==> src/rtl/conn_cam_pkg.sv <==
package conn_cam_pkg;
  typedef enum logic [2:0] {
    OP_NOP  = 3'd0,
    OP_S1   = 3'd1,
    OP_S2   = 3'd2,
    OP_S3   = 3'd3,
    OP_WR   = 3'd4,
    OP_MODE = 3'd5
  } op_e;

  typedef struct packed {
    logic occ_en;
    logic dup_en;
    logic vset;
    logic vpi_dis;
    logic vci_dis;
  } mode_t;

  localparam mode_t MODE_RST = 5'b00100;

  typedef enum logic [2:0] {
    ST_IDLE,
    ST_SRCH,
    ST_DUP,
    ST_OCC,
    ST_COMMIT
  } st_e;
endpackage

==> src/rtl/conn_cam_match.sv <==
module conn_cam_match #(
  parameter int LINES = 8,
  parameter int VPI_W = 12,
  parameter int VCI_W = 16
) (
  input  logic [LINES-1:0]            line_vld_i,
  input  logic [LINES-1:0][VPI_W-1:0] line_vpi_i,
  input  logic [LINES-1:0][VCI_W-1:0] line_vci_i,
  input  logic [VPI_W-1:0]            key_vpi_i,
  input  logic [VCI_W-1:0]            key_vci_i,
  input  logic                        vset_i,
  input  logic                        use_vpi_i,
  input  logic                        use_vci_i,
  output logic [LINES-1:0]            match_o
);
  for (genvar g = 0; g < LINES; g++) begin : g_line
    logic vpi_eq, vci_eq;
    assign vpi_eq     = !use_vpi_i || (line_vpi_i[g] == key_vpi_i);
    assign vci_eq     = !use_vci_i || (line_vci_i[g] == key_vci_i);
    assign match_o[g] = (line_vld_i[g] == vset_i) && vpi_eq && vci_eq;
  end
endmodule

==> src/rtl/conn_cam_prio.sv <==
module conn_cam_prio #(
  parameter  int LINES = 8,
  localparam int IDX_W = $clog2(LINES)
) (
  input  logic [LINES-1:0] req_i,
  output logic             hit_o,
  output logic [IDX_W-1:0] idx_o
);
  always_comb begin
    idx_o = '0;
    for (int i = LINES - 1; i >= 0; i--) begin
      if (req_i[i]) idx_o = IDX_W'(i);
    end
  end
  assign hit_o = |req_i;
endmodule

==> src/rtl/conn_cam_ctrl.sv <==
module conn_cam_ctrl
  import conn_cam_pkg::*;
(
  input  logic clk_i,
  input  logic rst_ni,
  input  logic accept_i,
  input  op_e  op_i,
  input  logic dup_en_i,
  input  logic occ_en_i,
  input  logic dup_hit_i,
  input  logic occ_hit_i,
  output st_e  state_o,
  output logic fin_srch_o,
  output logic fin_dup_o,
  output logic fin_occ_o,
  output logic commit_o
);
  st_e state_q, state_d;

  always_comb begin
    state_d    = state_q;
    fin_srch_o = 1'b0;
    fin_dup_o  = 1'b0;
    fin_occ_o  = 1'b0;
    commit_o   = 1'b0;
    unique case (state_q)
      ST_IDLE: if (accept_i) begin
        if (op_i == OP_WR)
          state_d = dup_en_i ? ST_DUP : (occ_en_i ? ST_OCC : ST_COMMIT);
        else
          state_d = ST_SRCH;
      end
      ST_SRCH: begin
        fin_srch_o = 1'b1;
        state_d    = ST_IDLE;
      end
      ST_DUP: begin
        if (dup_hit_i) begin
          fin_dup_o = 1'b1;
          state_d   = ST_IDLE;
        end else begin
          state_d = occ_en_i ? ST_OCC : ST_COMMIT;
        end
      end
      ST_OCC: begin
        if (occ_hit_i) begin
          fin_occ_o = 1'b1;
          state_d   = ST_IDLE;
        end else begin
          state_d = ST_COMMIT;
        end
      end
      ST_COMMIT: begin
        commit_o = 1'b1;
        state_d  = ST_IDLE;
      end
      default: state_d = ST_IDLE;
    endcase
  end

  always_ff @(posedge clk_i or negedge rst_ni) begin
    if (!rst_ni) state_q <= ST_IDLE;
    else         state_q <= state_d;
  end

  assign state_o = state_q;
endmodule

==> src/rtl/conn_cam.sv <==
module conn_cam
  import conn_cam_pkg::*;
#(
  parameter  int LINES = 8,
  parameter  int VPI_W = 12,
  parameter  int VCI_W = 16,
  localparam int IDX_W = $clog2(LINES)
) (
  input  logic             clk_i,
  input  logic             rst_ni,
  input  logic             req_valid_i,
  input  logic [2:0]       req_op_i,
  input  logic [VPI_W-1:0] req_vpi_i,
  input  logic [VCI_W-1:0] req_vci_i,
  input  logic             req_vld_i,
  input  logic [IDX_W-1:0] req_addr_i,
  input  logic [4:0]       req_mode_i,
  input  logic             ext_hit_i,
  output logic             busy_o,
  output logic             done_o,
  output logic             hit_o,
  output logic [IDX_W-1:0] idx_o,
  output logic             dup_fail_o,
  output logic             occ_fail_o
);
  logic [LINES-1:0]            line_vld_q;
  logic [LINES-1:0][VPI_W-1:0] line_vpi_q;
  logic [LINES-1:0][VCI_W-1:0] line_vci_q;

  mode_t            mode_q;
  op_e              req_op, cmd_op_q;
  logic [VPI_W-1:0] cmd_vpi_q;
  logic [VCI_W-1:0] cmd_vci_q;
  logic             cmd_vld_q;
  logic [IDX_W-1:0] cmd_addr_q;

  st_e  state;
  logic idle, accept, mode_ld;
  logic fin_srch, fin_dup, fin_occ, commit;
  logic key_vset, use_vpi, use_vci;
  logic [LINES-1:0] match;
  logic             p_hit;
  logic [IDX_W-1:0] p_idx;
  logic dup_hit, occ_hit;

  assign req_op  = op_e'(req_op_i);
  assign idle    = (state == ST_IDLE);
  assign accept  = req_valid_i && idle &&
                   (req_op == OP_S1 || req_op == OP_S2 || req_op == OP_S3 || req_op == OP_WR);
  assign mode_ld = req_valid_i && idle && (req_op == OP_MODE);

  // compare setup: duplicate check always uses the full valid pattern
  always_comb begin
    key_vset = 1'b1;
    use_vpi  = 1'b1;
    use_vci  = 1'b1;
    if (state != ST_DUP) begin
      unique case (cmd_op_q)
        OP_S1: use_vci = 1'b0;
        OP_S3: begin
          key_vset = mode_q.vset;
          use_vpi  = !mode_q.vpi_dis;
          use_vci  = !mode_q.vci_dis;
        end
        default: ;
      endcase
    end
  end

  conn_cam_match #(.LINES(LINES), .VPI_W(VPI_W), .VCI_W(VCI_W)) u_match (
    .line_vld_i (line_vld_q),
    .line_vpi_i (line_vpi_q),
    .line_vci_i (line_vci_q),
    .key_vpi_i  (cmd_vpi_q),
    .key_vci_i  (cmd_vci_q),
    .vset_i     (key_vset),
    .use_vpi_i  (use_vpi),
    .use_vci_i  (use_vci),
    .match_o    (match)
  );

  conn_cam_prio #(.LINES(LINES)) u_prio (
    .req_i (match),
    .hit_o (p_hit),
    .idx_o (p_idx)
  );

  assign dup_hit = cmd_vld_q && (p_hit || ext_hit_i);
  assign occ_hit = cmd_vld_q && line_vld_q[cmd_addr_q];

  conn_cam_ctrl u_ctrl (
    .clk_i      (clk_i),
    .rst_ni     (rst_ni),
    .accept_i   (accept),
    .op_i       (req_op),
    .dup_en_i   (mode_q.dup_en),
    .occ_en_i   (mode_q.occ_en),
    .dup_hit_i  (dup_hit),
    .occ_hit_i  (occ_hit),
    .state_o    (state),
    .fin_srch_o (fin_srch),
    .fin_dup_o  (fin_dup),
    .fin_occ_o  (fin_occ),
    .commit_o   (commit)
  );

  always_ff @(posedge clk_i or negedge rst_ni) begin
    if (!rst_ni) begin
      mode_q     <= MODE_RST;
      cmd_op_q   <= OP_NOP;
      cmd_vpi_q  <= '0;
      cmd_vci_q  <= '0;
      cmd_vld_q  <= 1'b0;
      cmd_addr_q <= '0;
    end else begin
      if (mode_ld) mode_q <= mode_t'(req_mode_i);
      if (accept) begin
        cmd_op_q   <= req_op;
        cmd_vpi_q  <= req_vpi_i;
        cmd_vci_q  <= req_vci_i;
        cmd_vld_q  <= req_vld_i;
        cmd_addr_q <= req_addr_i;
      end
    end
  end

  always_ff @(posedge clk_i or negedge rst_ni) begin
    if (!rst_ni) begin
      line_vld_q <= '0;
      line_vpi_q <= '0;
      line_vci_q <= '0;
    end else if (commit) begin
      line_vld_q[cmd_addr_q] <= cmd_vld_q;
      line_vpi_q[cmd_addr_q] <= cmd_vpi_q;
      line_vci_q[cmd_addr_q] <= cmd_vci_q;
    end
  end

  always_ff @(posedge clk_i or negedge rst_ni) begin
    if (!rst_ni) begin
      done_o     <= 1'b0;
      hit_o      <= 1'b0;
      idx_o      <= '0;
      dup_fail_o <= 1'b0;
      occ_fail_o <= 1'b0;
    end else begin
      done_o <= fin_srch || fin_dup || fin_occ || commit;
      if (fin_srch) begin
        hit_o      <= p_hit;
        idx_o      <= p_idx;
        dup_fail_o <= 1'b0;
        occ_fail_o <= 1'b0;
      end else if (fin_dup || fin_occ || commit) begin
        hit_o      <= 1'b0;
        dup_fail_o <= fin_dup;
        occ_fail_o <= fin_occ;
      end
    end
  end

  assign busy_o = !idle;
endmodule

==> config.mk <==
export PLATFORM = sky130hd
export DESIGN_NAME = conn_cam
export DESIGN_NICKNAME = d
export VERILOG_FILES = /design/src/rtl/conn_cam_pkg.sv /design/src/rtl/conn_cam_match.sv /design/src/rtl/conn_cam_prio.sv /design/src/rtl/conn_cam_ctrl.sv /design/src/rtl/conn_cam.sv
export SDC_FILE = /design/constraint.sdc
export NUM_CORES = 1
export LEC_CHECK = 0
export BUFFER_PORTS_ARGS = -buffer_cell sky130_fd_sc_hd__buf_2
export CELL_PAD_IN_SITES_DETAIL_PLACEMENT = 0
export CELL_PAD_IN_SITES_GLOBAL_PLACEMENT = 1
export CORE_ASPECT_RATIO = 0.7
export CORE_UTILIZATION = 52
export DETAILED_ROUTE_END_ITERATION = 6
export PLACE_DENSITY_LB_ADDON = 0.05
export SLEW_MARGIN = 40
export SYNTH_ARGS = -nofsm -noshare
export SYNTH_HDL_FRONTEND = slang
export SYNTH_SLANG_ARGS = --single-unit
==> constraint.sdc <==
create_clock -name clk_i -period 3.2 [get_ports clk_i]
set_input_delay 0.64 -clock clk_i [delete_from_list [all_inputs] [get_ports clk_i]]
set_output_delay 0.64 -clock clk_i [all_outputs]
set_load 0.01 [all_outputs]
==> results of run 1 <==
## worst register-to-register path, cell delays in order (launching register included)
cell and delay [ns]:
dfrtp_1 0.50, buf_4 0.26, xor2_1 0.18, nor4_2 0.47, nand4_1 0.32, a2111oi_2 0.71
nor4_4 0.13, and2_4 0.18, o31ai_2 0.20
## state kept, by name (all words and copies together), names as in the netlist, 5 cells and up
name / cells
cmd_vci_q: 16
cmd_vpi_q: 12
line_vci_q: 128
line_vld_q: 8
line_vpi_q: 96
mode_q: 5
## layer usage
layer	up-vias	wire length, um	global-route usage	share of wire
li1	3787	-	-	-
met1	4111	15780	0.3810	0.54
met3	29	1494	0.02806	0.051
met2	147	11560	0.3035	0.39
met5	-	0	0	0
met4	0	449	0.03865	0.015
## stage by stage
stage / setup WS, ns / power, uW / instance area (um2) / hold WS [ns] / std cells
after global routing: 0.03614 / 10510 / 15630 / 0.1622 / 1488
after floorplan: 0.6168 / 5948 / 13750 / 0.3444 / 1054
after detailed placement: 0.09440 / 6625 / 14630 / 0.5018 / 1436
after CTS: 0.07937 / 10110 / 15600 / 0.1462 / 1488
final: 0.1634 / 9989 / 15630 / 0.1203 / 1488
after global placement: 0.07809 / 6609 / 14630 / 0.4925 / 1436
## Yosys cell counts, drive strengths merged, types with 3 or more instances
library cell,instances
nor3,5
xnor2,28
clkbuf,51
nor4,52
a2111oi,7
nor2b,6
dfrtp,281
a31oi,6
nor2,15
a21oi,11
xor2,204
nand2b,3
mux2,271
a41oi,7
nand2,20
nand4,11
o21ai,7
buf,38
## timing repair
action / CTS / global route
hold buffers: 0 / 0
hold endpoints to repair: 0 / 0
setup buffers: 0 / 0
endpoints found under the setup margin: 0 / 7
gates resized for setup: 0 / 4
## worst paths after layout
check | slack (ns) | cells past startpoint | endpoint | startpoint
min in group clk_i | 0.32 | 2 | cmd_vci_q[2]$_DFFE_PN0P_ | req_vci_i[2]
min reg2reg | 0.51 | 2 | idx_o[1]$_DFFE_PN0N_ | idx_o[1]$_DFFE_PN0N_
min | 0.12 | 1 | cmd_vci_q[14]$_DFFE_PN0P_ | rst_ni
max | 0.16 | 8 | done_o$_DFF_PN0_ | cmd_vci_q[3]$_DFFE_PN0P_
max reg2reg | 0.16 | 8 | done_o$_DFF_PN0_ | cmd_vci_q[3]$_DFFE_PN0P_
max in group asynchronous | 2.26 | 2 | mode_q[2]$_DFFE_PN1P_ | rst_ni
## cell usage in the layout (no fill, tap or decap), types with 4 or more instances in the layout
cell / n
dfrtp_1: 280
mux2_2: 271
xor2_1: 204
buf_4: 58
buf_2: 50
nor4_1: 49
clkbuf_16: 29
xnor2_1: 28
nand2_1: 20
nor2_1: 15
nand4_1: 11
a21oi_1: 10
clkbuf_1: 9
a41oi_1: 7
clkbuf_8: 7
a31oi_1: 6
nor2b_1: 6
a2111oi_2: 5
o21ai_0: 5
buf_12: 5
nor3_1: 4
## power by group
part           switching (uW)  internal (uW)  total (uW)
registers                 709           4000        4710
clock network            1360           2070        3430
logic                     854            993        1850
## kinds of logic (layout without fill, tap and decap cells)
kind of cell | count (synthesis) | count (layout) | synth area share
buffers and inverters | 92 | 169 | 0.02849
muxes | 273 | 273 | 0.2253
AOI/OAI and AO/OA | 52 | 52 | 0.03331
and+or+nand+nor | 123 | 123 | 0.05170
xor gates and xnor gates | 232 | 232 | 0.1478
DFF | 282 | 282 | 0.5134
## area by class of cell
| type | count | area share |
|---|---|---|
| Multi-Input combinational cell | 680 | 0.4056 |
| Clock inverter | 7 | 0.007286 |
| Sequential cell | 282 | 0.4518 |
| Inverter | 3 | 0.0007206 |
| Clock buffer | 45 | 0.05477 |
| Timing Repair Buffer | 114 | 0.05125 |
| Tap cell | 357 | 0.02859 |
==> impl_metrics.csv, run 1 <==
group,metric,value,unit
outcome,status,"finished clean",
placement,gp_congestion,0.8260,
drt,dr.pass1.iters,4,
yosys,ys_warn_count,0,
critical_path,path_class,"reg -> reg",
grt,antenna_found_initial,0,
pwr,ir_drop,0.0005038,V
yosys,synth_top_area_cell,"dfrtp_1",
hold_path,hold_path_class,"in -> async",
floorplanning,dieArea,27100,um2
clock_network,cts-root-buf,"clkbuf_16",
pwr,p_leak,0.007772,uW
sta,slew-limit-headroom,0.4943,
finish,num_antenna_cells,0,
grt,grt_pass1_wl,47.18,mm
clock_network,htreeDepth,1,
finish,num-fill-cells,2114,
clock_network,cts.sink_count,282,
sta,setup_viol,0,
clock_network,clock_path_buffers,3,
pwr,p_per_area,639.3,nW/um2
finish,regArea,7059,um2
critical_path,critical_path_buf_inv_count,1,
finish,multi_input_area,6339,um2
yosys,syn_inst,1054,
finish,fin_util,0.6054,
clock_network,numCtsBuffers,29,
floorplanning,die_h,138.0,um
yosys,synthArstFlopShare,1.000,
finish,final_nets,1154,
yosys,seq_area_frac_synth,0.5134,
finish,drive_gt1_frac,0.3979,
critical_path,startpoint_type,"flop",
drt,ant_nets,0,
yosys,syn_area,13750,um2
sta,min_period_over_period,0.9489,
run,maxCapViolations,0,
sta,worst_pin_slew,0.7528,ns
yosys,ys.flop_type,"dfrtp_1",
yosys,syn-num-nets,1098,
critical_path,worstPathRequired,3.65,ns
grt,track_usage,0.2244,
placement,dpl.hpwl,20.01,mm
critical_path,max_stage_delay,0.71,ns
sta,hold_violations,0,
finish,area_delta_synth_final,13.67,%
clock_network,clk_latency,0.54,ns
clock_network,cts_tree,"yes",
floorplanning,fp-row-count,49,
drt,remaining_drc_errors,0,
critical_path,path_delay_family,"simple AND/OR/NAND/NOR gates",
floorplanning,fp.coreArea,25810,um2
floorplanning,io_pins,52,
sta,skew,0.01009,ns
yosys,synth-seq-cells,282,
placement,io_buffers,51,
critical_path,crit_path_end_kind,"flop",
critical_path,crit_arrival,3.49,ns
grt,overflow,0,
yosys,synth.avg_cell_area,13.04,um2
sta,setup_tns,0,ns
yosys,yosys.cell_types.count,51,
drt,vias,8074,
critical_path,crit_path_max_fanout,12,
drt,routed_wl,29.28,mm
sta,finalCriticalPeriod,3.037,ns
floorplanning,fp.dieW,196.3,um
yosys,yosysTopAreaCellShare,0.5115,
sta,drv_slew,0,
clock_network,clkTransAtPathRegs,0.06,ns
drt,drt_iter0_markers,364,
critical_path,path_cells,"buf_4, xor2_1, nor4_2, nand4_1, a2111oi_2, nor4_4, and2_4, o31ai_2",
floorplanning,initial_core_util,0.5326,
grt,grt_pass1_vias,8020,
yosys,synth_edf_count,0,
sta,rsz0062_at_grt,"false",
yosys,synth.area.top_cells,"dfrtp_1 (51%), mux2_2 (22%), xor2_1 (13%)",
grt,grt_max_degree,90,
drt,viasPerCell,5.426,
drt,wire_per_inst,19.68,um
critical_path,crit_slowest_cell,"a2111oi_2",
sta,fmax,0.3293,GHz
No activity file was read; power rests on OpenSTA's default activity.
==> inputs of run 2 (changes only) <==
--- a/config.mk
+++ b/config.mk
@@ -5,12 +5,12 @@
 export SDC_FILE = /design/constraint.sdc
 export NUM_CORES = 1
 export LEC_CHECK = 0
-export BUFFER_PORTS_ARGS = -buffer_cell sky130_fd_sc_hd__buf_2
 export CELL_PAD_IN_SITES_DETAIL_PLACEMENT = 0
 export CELL_PAD_IN_SITES_GLOBAL_PLACEMENT = 1
 export CORE_ASPECT_RATIO = 0.7
-export CORE_UTILIZATION = 52
+export CORE_UTILIZATION = 53
 export DETAILED_ROUTE_END_ITERATION = 6
+export DONT_BUFFER_PORTS = 1
 export PLACE_DENSITY_LB_ADDON = 0.05
 export SLEW_MARGIN = 40
 export SYNTH_ARGS = -nofsm -noshare
==> impl_metrics.csv, run 2 (synthesis gave the netlist of run 1 again) <==
group,metric,value,unit
outcome,status,"finished with violations",
outcome,violations,"hold timing",
finish,reg.largest.list,"line_vci_q (128), line_vpi_q (96), cmd_vci_q (16)",
clock_network,cts-root-buf,"clkbuf_16",
grt,grt_pass1_wl,47.51,mm
finish,mostFrequentLayoutCell,"dfrtp_1",
placement,io_buffers,0,
clock_network,htreeDepth,1,
drt,wire_per_inst,21.67,um
drt,remaining_drc_errors,0,
pwr,p_per_area,645.9,nW/um2
grt,grt_pass1_vias,8265,
grt,track_usage,0.2343,
critical_path,crit_path_end_kind,"flop",
drt,ant_nets,0,
sta,slew-limit-headroom,0.4616,
floorplanning,fp-row-count,48,
critical_path,path_class,"reg -> reg",
clock_network,cts.sink_count,282,
finish,area_delta_synth_final,10.21,%
grt,grt_max_degree,283,
sta,finalCriticalPeriod,3.073,ns
critical_path,startpoint_type,"flop",
pwr,finalPower,9786,uW
sta,drv_slew,0,
critical_path,crit_arrival,3.54,ns
sta,worst_pin_slew,0.8002,ns
pwr,ir_drop,0.0004393,V
finish,layout_common_cells,"dfrtp_1 (279), mux2_2 (271), xor2_1 (204), nor4_1 (50), buf_4 (48)",
sta,fmax,0.3254,GHz
drt,drt_iter0_markers,466,
floorplanning,initial_core_util,0.5489,
sta,hold_violations,281,
clock_network,clkTransAtPathRegs,0.06,ns
floorplanning,io_pins,52,
finish,final_nets,1089,
critical_path,worstPathRequired,3.67,ns
floorplanning,die_h,136.7,um
critical_path,crit_path_max_fanout,17,
sta,setup_tns,0,ns
drt,vias,8089,
finish,num_antenna_cells,0,
finish,top_register,"line_vci_q",
drt,routed_wl,30.14,mm
sta,setup_viol,0,
sta,skew,0.01504,ns
run,maxCapViolations,0,
critical_path,path_cells,"xor2_1, nor4_1, nand4_1, a211oi_1, nor4_4, and2_4, o31ai_2",
sta,rsz0062_at_grt,"false",
drt,viasPerCell,5.815,
sta,min_period_over_period,0.9605,
floorplanning,fp.dieW,194.5,um
clock_network,clock_path_buffers,3,
placement,dpl.hpwl,19.98,mm
pwr,p_leak,0.007469,uW
placement,gp_congestion,0.8498,
critical_path,max_stage_delay,0.73,ns
finish,drive_gt1_frac,0.3630,
critical_path,crit_slowest_cell,"dfrtp_1",
drt,dr.pass1.iters,5,
floorplanning,fp.coreArea,25040,um2
critical_path,path_delay_family,"simple AND/OR/NAND/NOR gates",
finish,largest_reg_flops,128,
clock_network,cts_tree,"yes",
sta,hold_slack,-0.2221,ns
grt,overflow,0,
critical_path,critical_path_buf_inv_count,0,
grt,antenna_found_initial,0,
floorplanning,dieArea,26600,um2
clock_network,clk_latency,0.56,ns
clock_network,numCtsBuffers,28,
hold_path,hold_path_class,"in -> async",
==> run 2: cell count changes in the layout (fill, tap and decap cells not counted), moves of 2 or more <==
cell       change
clkbuf_1       -2
buf_4         -10
buf_12         -3
bufinv_16      -2
clkbuf_8       +3
buf_2         -50
==> run 2: final timing paths <==
| check | from | end | slack, ns | cells after the start |
|---|---|---|---|---|
| worst max-delay path | cmd_vci_q[2]$_DFFE_PN0P_ | done_o$_DFF_PN0_ | 0.13 | 7 |
| worst min-delay path | rst_ni | line_vci_q[28]$_DFFE_PN0P_ | -0.22 | 0 |
| worst max register to register | cmd_vci_q[2]$_DFFE_PN0P_ | done_o$_DFF_PN0_ | 0.13 | 7 |
| worst min register to register | mode_q[1]$_DFFE_PN0P_ | mode_q[1]$_DFFE_PN0P_ | 0.51 | 1 |
| max in group asynchronous | rst_ni | cmd_vci_q[0]$_DFFE_PN0P_ | 2.85 | 0 |
| min in group clk_i | req_op_i[1] | cmd_op_q[1]$_DFFE_PN0P_ | 0.21 | 2 |
==> run 2: stage by stage <==
stage | cells | utilization | setup WS (ns) | cell area (um2)
5_1_grt | 1391 | 0.6050 | 0.003576 | 15150
4_1_cts | 1391 | 0.6042 | 0.1138 | 15130
3_5_place_dp | 1340 | 0.5666 | 0.1274 | 14190
6_report | 1391 | 0.6050 | 0.1265 | 15150
2_1_floorplan | 1054 | - | 0.6168 | 13750
3_3_place_gp | 1340 | 0.5664 | 0.1933 | 14180
==> run 2: timing repair <==
action / 4_1_cts / 5_1_grt
setup endpoints to repair: 0 / 6
endpoints found under the hold margin: 282 / 282
resized for setup: 0 / 4
setup buffers: 0 / 0
==> run 2: final cells by class <==
type | instances | area [um2]
fill | 1954 | 9893
inverter | 3 | 11.26
clock inverter | 5 | 50.05
multi-input combinational | 680 | 6332
sequential | 282 | 7061
timing repair buffer | 50 | 400.4
tap | 325 | 406.6
clock buffer | 46 | 889.6
==> run 2: routing by layer <==
metal | track usage | vias to the layer above | share of wire
met3 | 0.04707 | 42 | 0.050
met5 | 0 | - | 0
met1 | 0.3526 | 4225 | 0.51
met4 | 0.06041 | 0 | 0.022
li1 | - | 3663 | -
met2 | 0.3447 | 159 | 0.42
==> run 2: report_power, final <==
part	internal (uW)	switching (uW)
Combinational	944	797
Sequential	4010	709
Clock	1960	1370
Total	6910	2870
